`src/rtl/ddr_cmd_pkg.sv`:
```
package ddr_cmd_pkg;

  localparam int GEN_W  = 16;
  localparam int BANK_W = 2;
  localparam int POS_W  = 4;
  localparam int AP_BIT = 10;
  localparam logic [GEN_W-1:0] GEN_TAPS = 16'hB400;

  // {cs_n, ras_n, cas_n, we_n}
  typedef enum logic [3:0] {
    CMD_ACT = 4'b0011,
    CMD_RD  = 4'b0101,
    CMD_PRE = 4'b0010,
    CMD_NOP = 4'b0111
  } cmd_e;

  typedef struct packed {
    cmd_e              cmd;
    logic [BANK_W-1:0] bank;
    logic              apre;
  } slot_t;

  function automatic logic [POS_W-1:0] loop_len(input logic four, input logic fast);
    if (fast)      return POS_W'(11);
    else if (four) return POS_W'(10);
    else           return POS_W'(9);
  endfunction

  function automatic slot_t slot_at(input logic four, input logic fast,
                                    input logic [POS_W-1:0] pos);
    slot_t s;
    s.cmd  = CMD_NOP;
    s.bank = '0;
    s.apre = 1'b0;
    if (!four) begin
      if (pos == POS_W'(0))                      s.cmd = CMD_ACT;
      else if (pos == POS_W'(3))                 s.cmd = CMD_RD;
      else if (pos == (fast ? POS_W'(8) : POS_W'(5))) s.cmd = CMD_PRE;
    end else begin
      case (pos)
        POS_W'(0): begin s.cmd = CMD_ACT; s.bank = 2'd0; end
        POS_W'(2): begin s.cmd = CMD_ACT; s.bank = 2'd1; end
        POS_W'(3): begin s.cmd = CMD_RD;  s.bank = 2'd0; s.apre = 1'b1; end
        POS_W'(4): begin s.cmd = CMD_ACT; s.bank = 2'd2; end
        POS_W'(5): begin s.cmd = CMD_RD;  s.bank = 2'd1; s.apre = 1'b1; end
        POS_W'(6): begin s.cmd = CMD_ACT; s.bank = 2'd3; end
        POS_W'(7): begin s.cmd = CMD_RD;  s.bank = 2'd2; s.apre = 1'b1; end
        POS_W'(9): begin s.cmd = CMD_RD;  s.bank = 2'd3; s.apre = 1'b1; end
        default: ;
      endcase
    end
    return s;
  endfunction

  function automatic logic [GEN_W-1:0] gen_next(input logic [GEN_W-1:0] s);
    return (s >> 1) ^ (s[0] ? GEN_TAPS : '0);
  endfunction

  function automatic logic [GEN_W-1:0] gen_seed(input logic [GEN_W-1:0] s);
    return (s == '0) ? GEN_W'(1) : s;
  endfunction

endpackage

```
`src/rtl/tp_addr_gen.sv`:
```
module tp_addr_gen
  import ddr_cmd_pkg::*;
(
  input  logic             clk,
  input  logic             rst_n,
  input  logic             load,
  input  logic [GEN_W-1:0] seed,
  input  logic             step,
  output logic [GEN_W-1:0] state
);

  always_ff @(posedge clk or negedge rst_n) begin
    if (!rst_n)    state <= GEN_W'(1);
    else if (load) state <= gen_seed(seed);
    else if (step) state <= gen_next(state);
  end


  gen_nonzero_chk: assert property (@(posedge clk) disable iff (!rst_n)
    state != '0);

endmodule

```
`src/rtl/tp_seq_ctrl.sv`:
```
module tp_seq_ctrl
  import ddr_cmd_pkg::*;
(
  input  logic             clk,
  input  logic             rst_n,
  input  logic             start,
  input  logic             stop,
  input  logic             mode,
  input  logic             grade,
  output logic             running,
  output logic [POS_W-1:0] pos,
  output logic             four_q,
  output logic             fast_q,
  output logic             load_evt,
  output logic             wrap_evt,
  output logic             first_evt
);

  logic             stop_q;
  logic             last_evt;
  logic             end_evt;
  logic [POS_W-1:0] len_q;

  assign len_q     = loop_len(four_q, fast_q);
  assign load_evt  = start && !running;
  assign last_evt  = running && (pos == len_q - POS_W'(1));
  assign end_evt   = last_evt && (stop_q || stop);
  assign wrap_evt  = last_evt && !end_evt;
  assign first_evt = running && (pos == '0);

  always_ff @(posedge clk or negedge rst_n) begin
    if (!rst_n) begin
      running <= 1'b0;
      pos     <= '0;
      four_q  <= 1'b0;
      fast_q  <= 1'b0;
      stop_q  <= 1'b0;
    end else if (load_evt) begin
      running <= 1'b1;
      pos     <= '0;
      four_q  <= mode;
      fast_q  <= grade;
      stop_q  <= 1'b0;
    end else if (running) begin
      if (last_evt) begin
        pos    <= '0;
        stop_q <= 1'b0;
        if (end_evt) running <= 1'b0;
      end else begin
        pos <= pos + POS_W'(1);
        if (stop) stop_q <= 1'b1;
      end
    end
  end


  pos_range_chk: assert property (@(posedge clk) disable iff (!rst_n)
    running |-> pos < len_q);


  cfg_hold_chk: assert property (@(posedge clk) disable iff (!rst_n)
    (running && $past(running)) |-> ($stable(four_q) && $stable(fast_q)));


  stop_end_chk: assert property (@(posedge clk) disable iff (!rst_n)
    end_evt |=> !running);


  loop_wrap_chk: assert property (@(posedge clk) disable iff (!rst_n)
    wrap_evt |=> (running && pos == '0));

endmodule

```
`src/rtl/tp_cmd_drive.sv`:
```
module tp_cmd_drive
  import ddr_cmd_pkg::*;
#(
  parameter int ADDR_W = 13
) (
  input  logic              clk,
  input  logic              rst_n,
  input  logic              running,
  input  logic              four,
  input  logic              fast,
  input  logic [POS_W-1:0]  pos,
  input  logic [GEN_W-1:0]  gen,
  output cmd_e              cmd,
  output logic [BANK_W-1:0] bank,
  output logic [ADDR_W-1:0] addr
);

  slot_t             slot;
  logic [ADDR_W-1:0] row;
  logic [ADDR_W-1:0] prev_addr;
  logic [BANK_W-1:0] prev_bank;
  logic              nop_evt;

  assign slot    = slot_at(four, fast, pos);
  assign row     = gen[ADDR_W-1:0];
  assign nop_evt = running && (slot.cmd == CMD_NOP);

  always_comb begin
    cmd  = CMD_NOP;
    bank = '0;
    addr = '0;
    if (running) begin
      cmd = slot.cmd;
      case (slot.cmd)
        CMD_ACT: begin
          bank = slot.bank;
          addr = row;
        end
        CMD_RD: begin
          bank         = slot.bank;
          addr         = row;
          addr[1:0]    = 2'b00;
          addr[AP_BIT] = slot.apre;
        end
        CMD_PRE: begin
          bank         = slot.bank;
          addr         = row;
          addr[AP_BIT] = 1'b0;
        end
        default: begin
          bank = four ? prev_bank : ~prev_bank;
          addr = four ? prev_addr : ~prev_addr;
        end
      endcase
    end
  end

  always_ff @(posedge clk or negedge rst_n) begin
    if (!rst_n) begin
      prev_addr <= '0;
      prev_bank <= '0;
    end else begin
      prev_addr <= addr;
      prev_bank <= bank;
    end
  end


  nop_hold_chk: assert property (@(posedge clk) disable iff (!rst_n)
    (nop_evt && four && $past(running)) |-> ($stable(addr) && $stable(bank)));

endmodule

```
`src/rtl/ddr_cmd_loop.sv`:
```
module ddr_cmd_loop
  import ddr_cmd_pkg::*;
#(
  parameter int ADDR_W = 13
) (
  input  logic              clk,
  input  logic              rst_n,
  input  logic              start_i,
  input  logic              stop_i,
  input  logic              mode_i,
  input  logic              grade_i,
  input  logic [15:0]       seed_i,
  output logic              cs_n_o,
  output logic              ras_n_o,
  output logic              cas_n_o,
  output logic              we_n_o,
  output logic [1:0]        ba_o,
  output logic [ADDR_W-1:0] addr_o,
  output logic              loop_stb_o
);

  logic             running;
  logic [POS_W-1:0] pos;
  logic             four_q;
  logic             fast_q;
  logic             load_evt;
  logic             wrap_evt;
  logic             first_evt;
  logic [GEN_W-1:0] gen;
  cmd_e             cmd;

  tp_seq_ctrl u_ctrl (
    .clk       (clk),
    .rst_n     (rst_n),
    .start     (start_i),
    .stop      (stop_i),
    .mode      (mode_i),
    .grade     (grade_i),
    .running   (running),
    .pos       (pos),
    .four_q    (four_q),
    .fast_q    (fast_q),
    .load_evt  (load_evt),
    .wrap_evt  (wrap_evt),
    .first_evt (first_evt)
  );

  tp_addr_gen u_gen (
    .clk   (clk),
    .rst_n (rst_n),
    .load  (load_evt),
    .seed  (seed_i),
    .step  (wrap_evt),
    .state (gen)
  );

  tp_cmd_drive #(.ADDR_W(ADDR_W)) u_drive (
    .clk     (clk),
    .rst_n   (rst_n),
    .running (running),
    .four    (four_q),
    .fast    (fast_q),
    .pos     (pos),
    .gen     (gen),
    .cmd     (cmd),
    .bank    (ba_o),
    .addr    (addr_o)
  );

  assign {cs_n_o, ras_n_o, cas_n_o, we_n_o} = cmd;
  assign loop_stb_o = first_evt;


  cmd_legal_chk: assert property (@(posedge clk) disable iff (!rst_n)
    (cmd == CMD_ACT) || (cmd == CMD_RD) || (cmd == CMD_PRE) || (cmd == CMD_NOP));


  idle_nop_chk: assert property (@(posedge clk) disable iff (!rst_n)
    !running |-> (cmd == CMD_NOP && !loop_stb_o && addr_o == '0 && ba_o == '0));


  rda_a10_chk: assert property (@(posedge clk) disable iff (!rst_n)
    (cmd == CMD_RD && four_q) |-> (addr_o[AP_BIT] && addr_o[1:0] == 2'b00));


  strobe_gap_chk: assert property (@(posedge clk) disable iff (!rst_n)
    loop_stb_o |=> !loop_stb_o);

endmodule

```
`config.mk`:
```
export PLATFORM = sky130hd
export DESIGN_NAME = ddr_cmd_loop
export DESIGN_NICKNAME = d
export VERILOG_FILES = /design/src/rtl/ddr_cmd_pkg.sv /design/src/rtl/tp_addr_gen.sv /design/src/rtl/tp_seq_ctrl.sv /design/src/rtl/tp_cmd_drive.sv /design/src/rtl/ddr_cmd_loop.sv
export SDC_FILE = /design/constraint.sdc
export NUM_CORES = 1
export LEC_CHECK = 0
export BUFFER_PORTS_ARGS = -buffer_cell sky130_fd_sc_hd__buf_2
export CAP_MARGIN = 20
export CORE_ASPECT_RATIO = 1.5
export CORE_MARGIN = 2
export CORE_UTILIZATION = 30
export CTS_CLUSTER_SIZE = 12
export DETAILED_ROUTE_END_ITERATION = 12
export PLACE_DENSITY = 0.52
export REMOVE_ABC_BUFFERS = 1
export SLEW_MARGIN = 20
export SYNTH_ARGS = -nofsm -noshare
export SYNTH_HDL_FRONTEND = slang
export SYNTH_SLANG_ARGS = --single-unit
```
`constraint.sdc`:
```
create_clock -name clk -period 2.4 [get_ports clk]
set_clock_uncertainty 0.1 [all_clocks]
set_input_delay 0.36 -clock clk [delete_from_list [all_inputs] [get_ports clk]]
set_output_delay 0.36 -clock clk [all_outputs]
set_load 0.02 [all_outputs]
```
; ---- Yosys cells after proc, flatten, opt, wreduce, memory -nomap -nowiden
; Index checks and enable logic that the tools add are counted.
; Widths: inputs -> output; s select.
[word_totals]
elab_cells = 73
output_inout_bits = 20
inputBits = 22
ff_bits = 39
[classes]
n_addsub = 2
n_mux = 32
reduce_logical = 16
n_eq_ne = 12
n_bitwise = 3
[ops]
columns = cell, n
row1 = $mux 16, 4
row2 = $pmux 5 s8, 1
row3 = $pmux 13 s3, 1
row4 = $mux 4, 8
row5 = $mux 13, 2
row6 = $eq 4x3->1 const B, 5
row7 = $eq 4x2->1 const B, 4
row8 = $logic_not 16->1, 1
row9 = $xor 15x16->16, 1
row10 = $not 13->13, 1
row11 = $mux 2, 5
row12 = $mux 1, 9
row13 = $eq 4x4->1, 2
row14 = $mux 3, 2
row15 = $logic_and 1x1->1, 5
row16 = $add 4x1->4 const B, 1
row17 = $eq 4x4->1 const B, 1
row18 = $logic_not 4->1, 1
row19 = $reduce_bool 2->1, 2
row20 = $reduce_or 4->1, 1
row21 = $sub 4x1->4 const B, 1
row22 = $reduce_bool 3->1, 1
row23 = $reduce_or 3->1, 1
row24 = $logic_not 1->1, 2
row25 = other kinds (3), 3

; ---- Logic depth before layout (Yosys ltp)
[depth]
word_depth = 10
mapped_depth = 8
depth_no_buf = 7

; ---- Modules after synthesis
; From an unflattened synthesis, not the netlist that was laid out.
[unflattened]
cells_unflattened = 257
hier_area_um2 = 2426.1
[modules_own_cells]
columns = module, instances, area_each_um2, cells_each, seq_area_each_um2
row1 = tp_cmd_drive, 1, 1103.6, 129, 375.4
row2 = tp_addr_gen, 1, 839.6, 78, 401.6
row3 = tp_seq_ctrl, 1, 483.0, 50, 200.2

; ---- Worst setup path before layout
; Ideal clock, no wire load.
[synth_path]
kind = reg2out
from = register u_ctrl.pos[0]
to = output port addr_o[11]
arrival_time_ns = 2.132
path_stages_with_launch = 9
required_time_ns = 1.940
n_path_buf = 1
path_slack_ns = -0.192
path_cell_list = dfrtp_1 inv_1 ha_1 or4b_1 a21oi_2 a41o_2 buf_6 o21ai_0 a21oi_1
[synth_via]
elab_chain_cells = 8
elab_cells_between_ends = 19
cone_classes = 11 x eq/ne / 7 x mux / 1 x reduce/logical
[synth_rtl]
columns = item, line
row1 = "start, declared", tp_seq_ctrl.sv:11  ; output logic [POS_W-1:0] pos,
row2 = "start signal, assigned", tp_seq_ctrl.sv:50  ; pos <= pos + POS_W'(1);
row3 = $eq 4x4->1, ddr_cmd_pkg.sv:38  ; else if (pos == (fast ? POS_W'(8) : POS_W'(5))) s.cmd = CMD_PRE;
row4 = $mux 3, ddr_cmd_pkg.sv:38
row5 = $mux 4, ddr_cmd_pkg.sv:37  ; else if (pos == POS_W'(3)) s.cmd = CMD_RD;
row6 = $mux 4, ddr_cmd_pkg.sv:36  ; if (pos == POS_W'(0)) s.cmd = CMD_ACT;
row7 = $mux 4 *, ddr_cmd_pkg.sv:35  ; if (!four) begin
row8 = $eq 4x2->1 or $eq 4x3->1 (tied branches), tp_cmd_drive.sv:34  ; case (slot.cmd)
row9 = $pmux 13 s3 *, tp_cmd_drive.sv:34
row10 = $mux 13 *, tp_cmd_drive.sv:32  ; if (running) begin
row11 = "end, declared", ddr_cmd_loop.sv:18  ; output logic [ADDR_W-1:0] addr_o,
; Mark *: on every way between the ends. The rest lies on a longest branch, timed or not.

; ---- Worst setup path after layout
[layout_path]
from = register u_ctrl.pos[0]
to = output port ba_o[1]
[layout_via]
elab_chain_cells = 9
elab_cells_between_ends = 21
cone_classes = 11 x eq/ne / 8 x mux / 2 x reduce/logical
[layout_rtl]
columns = item, line
row1 = $eq 4x4->1, ddr_cmd_pkg.sv:38
row2 = $mux 3, ddr_cmd_pkg.sv:38
row3 = $mux 4, ddr_cmd_pkg.sv:37
row4 = $mux 4, ddr_cmd_pkg.sv:36
row5 = $mux 4, ddr_cmd_pkg.sv:35
row6 = $eq 4x2->1 or $eq 4x3->1 (tied branches), tp_cmd_drive.sv:34
row7 = $reduce_or 3->1 (no line), -
row8 = $mux 2 *, tp_cmd_drive.sv:34
row9 = $mux 2 *, tp_cmd_drive.sv:32
row10 = "end, declared", ddr_cmd_loop.sv:17  ; output logic [1:0] ba_o,
; Marked as above.

==> flow_summary.toml <==
[sta]
period_needed_ns = 2.908
max_freq_ghz = 0.3439
worst-slew-pin-transition_ns = 0.9480
hold-worst-slack_ns = 0.1012
fin_crit_sh_pct = 121.2
slew_viol_final = 0
rsz0062_at_grt = "yes"
worst_slack_ns = -0.5081
finalSetupTns_ns = -6.856
slew_headroom_pct = 36.80
hold_viol = 0
setup_viol = 17

[worst_setup_path]
cp_common_cell = "buf_6"
criticalPathCategory = "flop to output pin"
endpoint_kind = "output pin"
critPathRequiredTime_ns = 1.94
r2r_cells = 7
critPathMaxFanout = 7
r2r_setup_slack_ns = 0.12
startpoint_type = "flop"
worstPathArrival_ns = 2.45
timing.rr.start = "u_ctrl.pos[0]"
slowest_stage = "or4_4"
reg2reg_to = "u_drive.prev_bank[1]"
slowest_delay_ns = 0.50
path_cells = "buf_6, ha_4, a21o_4, a41o_4, or4_4, a31oi_4, buf_6"

[drt]
vias_per_cell = 5.057
dr.pass1.iters = 4
ant_nets = 0
dr_total_vias = 2134
wl_per_cell_um = 16.49
drtIter0Drc = 135
finalWirelength_um = 6960
drc = 0

[global_route]
grt_pass1_wl_um = 10800
first_global_vias = 2158
antenna_found_initial = 0
track_usage_pct = 17.69
grt_max_degree = 40
globalRoute.totalOverflow = 0

[synthesis]
ys_top_cells_by_area = "dfrtp_1 (42%), o21ai_0 (6.0%), nand2_1 (5.5%), xnor2_1 (5.5%), a21oi_1 (3.6%)"
synth_ff_type = "dfrtp_1"
ys_seq_area_share_pct = 43.51
synth_area_leader_cell = "dfrtp_1"
synth_edf_count = 0
synthCells = 242
synth_seq_cells = 39
yosysUniqueCellTypes = 45
ys_warn_count = 0
yosysTopAreaCellShare_pct = 42.34
avgSynthCellArea_um2 = 9.281
synth.most_common_cell = "dfrtp_1"
async_flop_share_pct = 100.0
synthTopCellsByCount = "dfrtp_1 (38), nand2_1 (33), o21ai_0 (27)"
syn_area_um2 = 2246

[floorplanning]
num_io_pins = 42
die_w_um = 74.65
floorplan.die.height_um = 110.0
dieArea_um2 = 8209
placementRows = 38
initial_core_util_pct = 31.08
core_area_um2 = 7227

[status]
status = "complete, but fails checks"
violations = "negative setup slack"

[flow_run]
maxCapViolCount = 0

[placement]
placedCellCount = 394
gp_congestion = 0.7897
dp.final_hpwl_um = 4694
port_buffers = 40

[final_layout]
fillerInstances = 710
drive_above_1_share_pct = 45.96
area_growth_pct = 53.04
antenna_cells = 0
final_nets = 347
layoutNonFillerInstCount = 422

[clocking]
cts.sinks = 39
cts_buffers = 5
root_buffer = "clkbuf_8"
path_clk_slew_ns = 0.09
h-tree-depth = 2
clk_latency_ns = 0.31
clockBufferDepth = 2
cts_tree = "built"

[worst_hold_path]
hold_path.class = "input pin to async pin"
-- sequential cells by signal, indices dropped and copies added, names as in the netlist --
name,cells
u_ctrl.pos,4
u_drive.prev_addr,13
u_gen.state,16
u_ctrl.fast_q,1
u_ctrl.four_q,1
u_ctrl.running,1
u_drive.prev_bank,2
u_ctrl.stop_q,1
-- cells by family (layout without fill, tap and decap cells) --
family | after synthesis | after routing | synth area share, %
compound gates | 79 | 79 | 23.40
buf+inv | 24 | 104 | 5.237
flops | 39 | 39 | 43.51
mux | 5 | 5 | 2.229
other cells | 1 | 1 | 0.1670
fa+ha+maj | 4 | 4 | 2.229
xor+xnor | 17 | 17 | 6.630
simple gates | 73 | 73 | 16.60
-- critical path, delay by kind of cell, from the launching register on --
family	cells	cell delay, ns
AO/OA/AOI/OAI	3	0.74
AND/OR/NAND/NOR	1	0.50
flip-flops	1	0.46
buffers and inverters	2	0.28
adder cells (fa/ha/maj)	1	0.17
-- routing by layer --
layer	vias up	share of wire [%]	global-route usage [%]
met4	0	2.5	8.163
met5	-	0	0
met3	13	3.7	3.182
met1	1049	40	20.55
li1	1024	-	-
met2	48	54	30.97
-- timing repair --
action,in CTS,in global routing
endpoints found under the setup margin,18,17
hold buffers,0,0
buffers inserted,11,7
gates resized for setup,38,68
pin swaps,6,23
gates cloned,0,2
-- placed cells by master (no fill, tap or decap), types with 3 or more instances in the layout --
cell / n
dfrtp_2: 3
o21ai_4: 3
mux2i_1: 5
nand2_1: 29
dfrtp_1: 35
o21ai_1: 3
nor2b_1: 4
nand3_1: 12
nor4_1: 4
inv_1: 4
nand2_4: 3
clkbuf_8: 5
xnor2_1: 14
buf_2: 23
a21oi_2: 12
buf_4: 41
nor2_1: 3
ha_4: 3
xor2_1: 3
o21ai_0: 20
buf_6: 23
a2bb2oi_1: 9
o21ai_2: 3
a21oi_1: 4
o22ai_1: 3
-- layout make-up --
type	count	area (um^2)	share of cell area [%]
Clock buffer	6	72.57	2.111
Inverter	6	22.52	0.6553
Clock inverter	2	60.06	1.747
Multi-Input combinational cell	179	1429	41.57
Tap cell	100	125.1	3.640
Timing Repair Buffer	90	747.0	21.73
Sequential cell	39	980.9	28.54
-- metrics by stage --
stage          setup slack [ns]  instance area (um^2)  utilization [%]
3_5_place_dp            -0.3552                  2723            37.67
6_report                -0.5081                  3437            47.56
5_1_grt                 -0.5709                  3437            47.56
4_1_cts                 -0.5163                  3069            42.47
2_1_floorplan           -0.5185                  2151                -
3_3_place_gp            -0.4601                  2714            37.55
-- worst max path at each step --
stage | start | to | slack [ns] | cells after the start
after global routing | u_ctrl.pos[0] | ba_o[0] | -0.57 | 8
after CTS | u_ctrl.pos[1] | ba_o[1] | -0.52 | 8
after global placement | u_ctrl.pos[0] | addr_o[11] | -0.46 | 7
final | u_ctrl.pos[0] | ba_o[1] | -0.51 | 7
after floorplan | u_ctrl.four_q | ba_o[0] | -0.52 | 5
after detailed placement | u_ctrl.pos[0] | addr_o[2] | -0.36 | 9
Power is left out: the tool's default activity adds up to more than one toggle a clock period on the data nets, which glitch-free logic cannot reach.
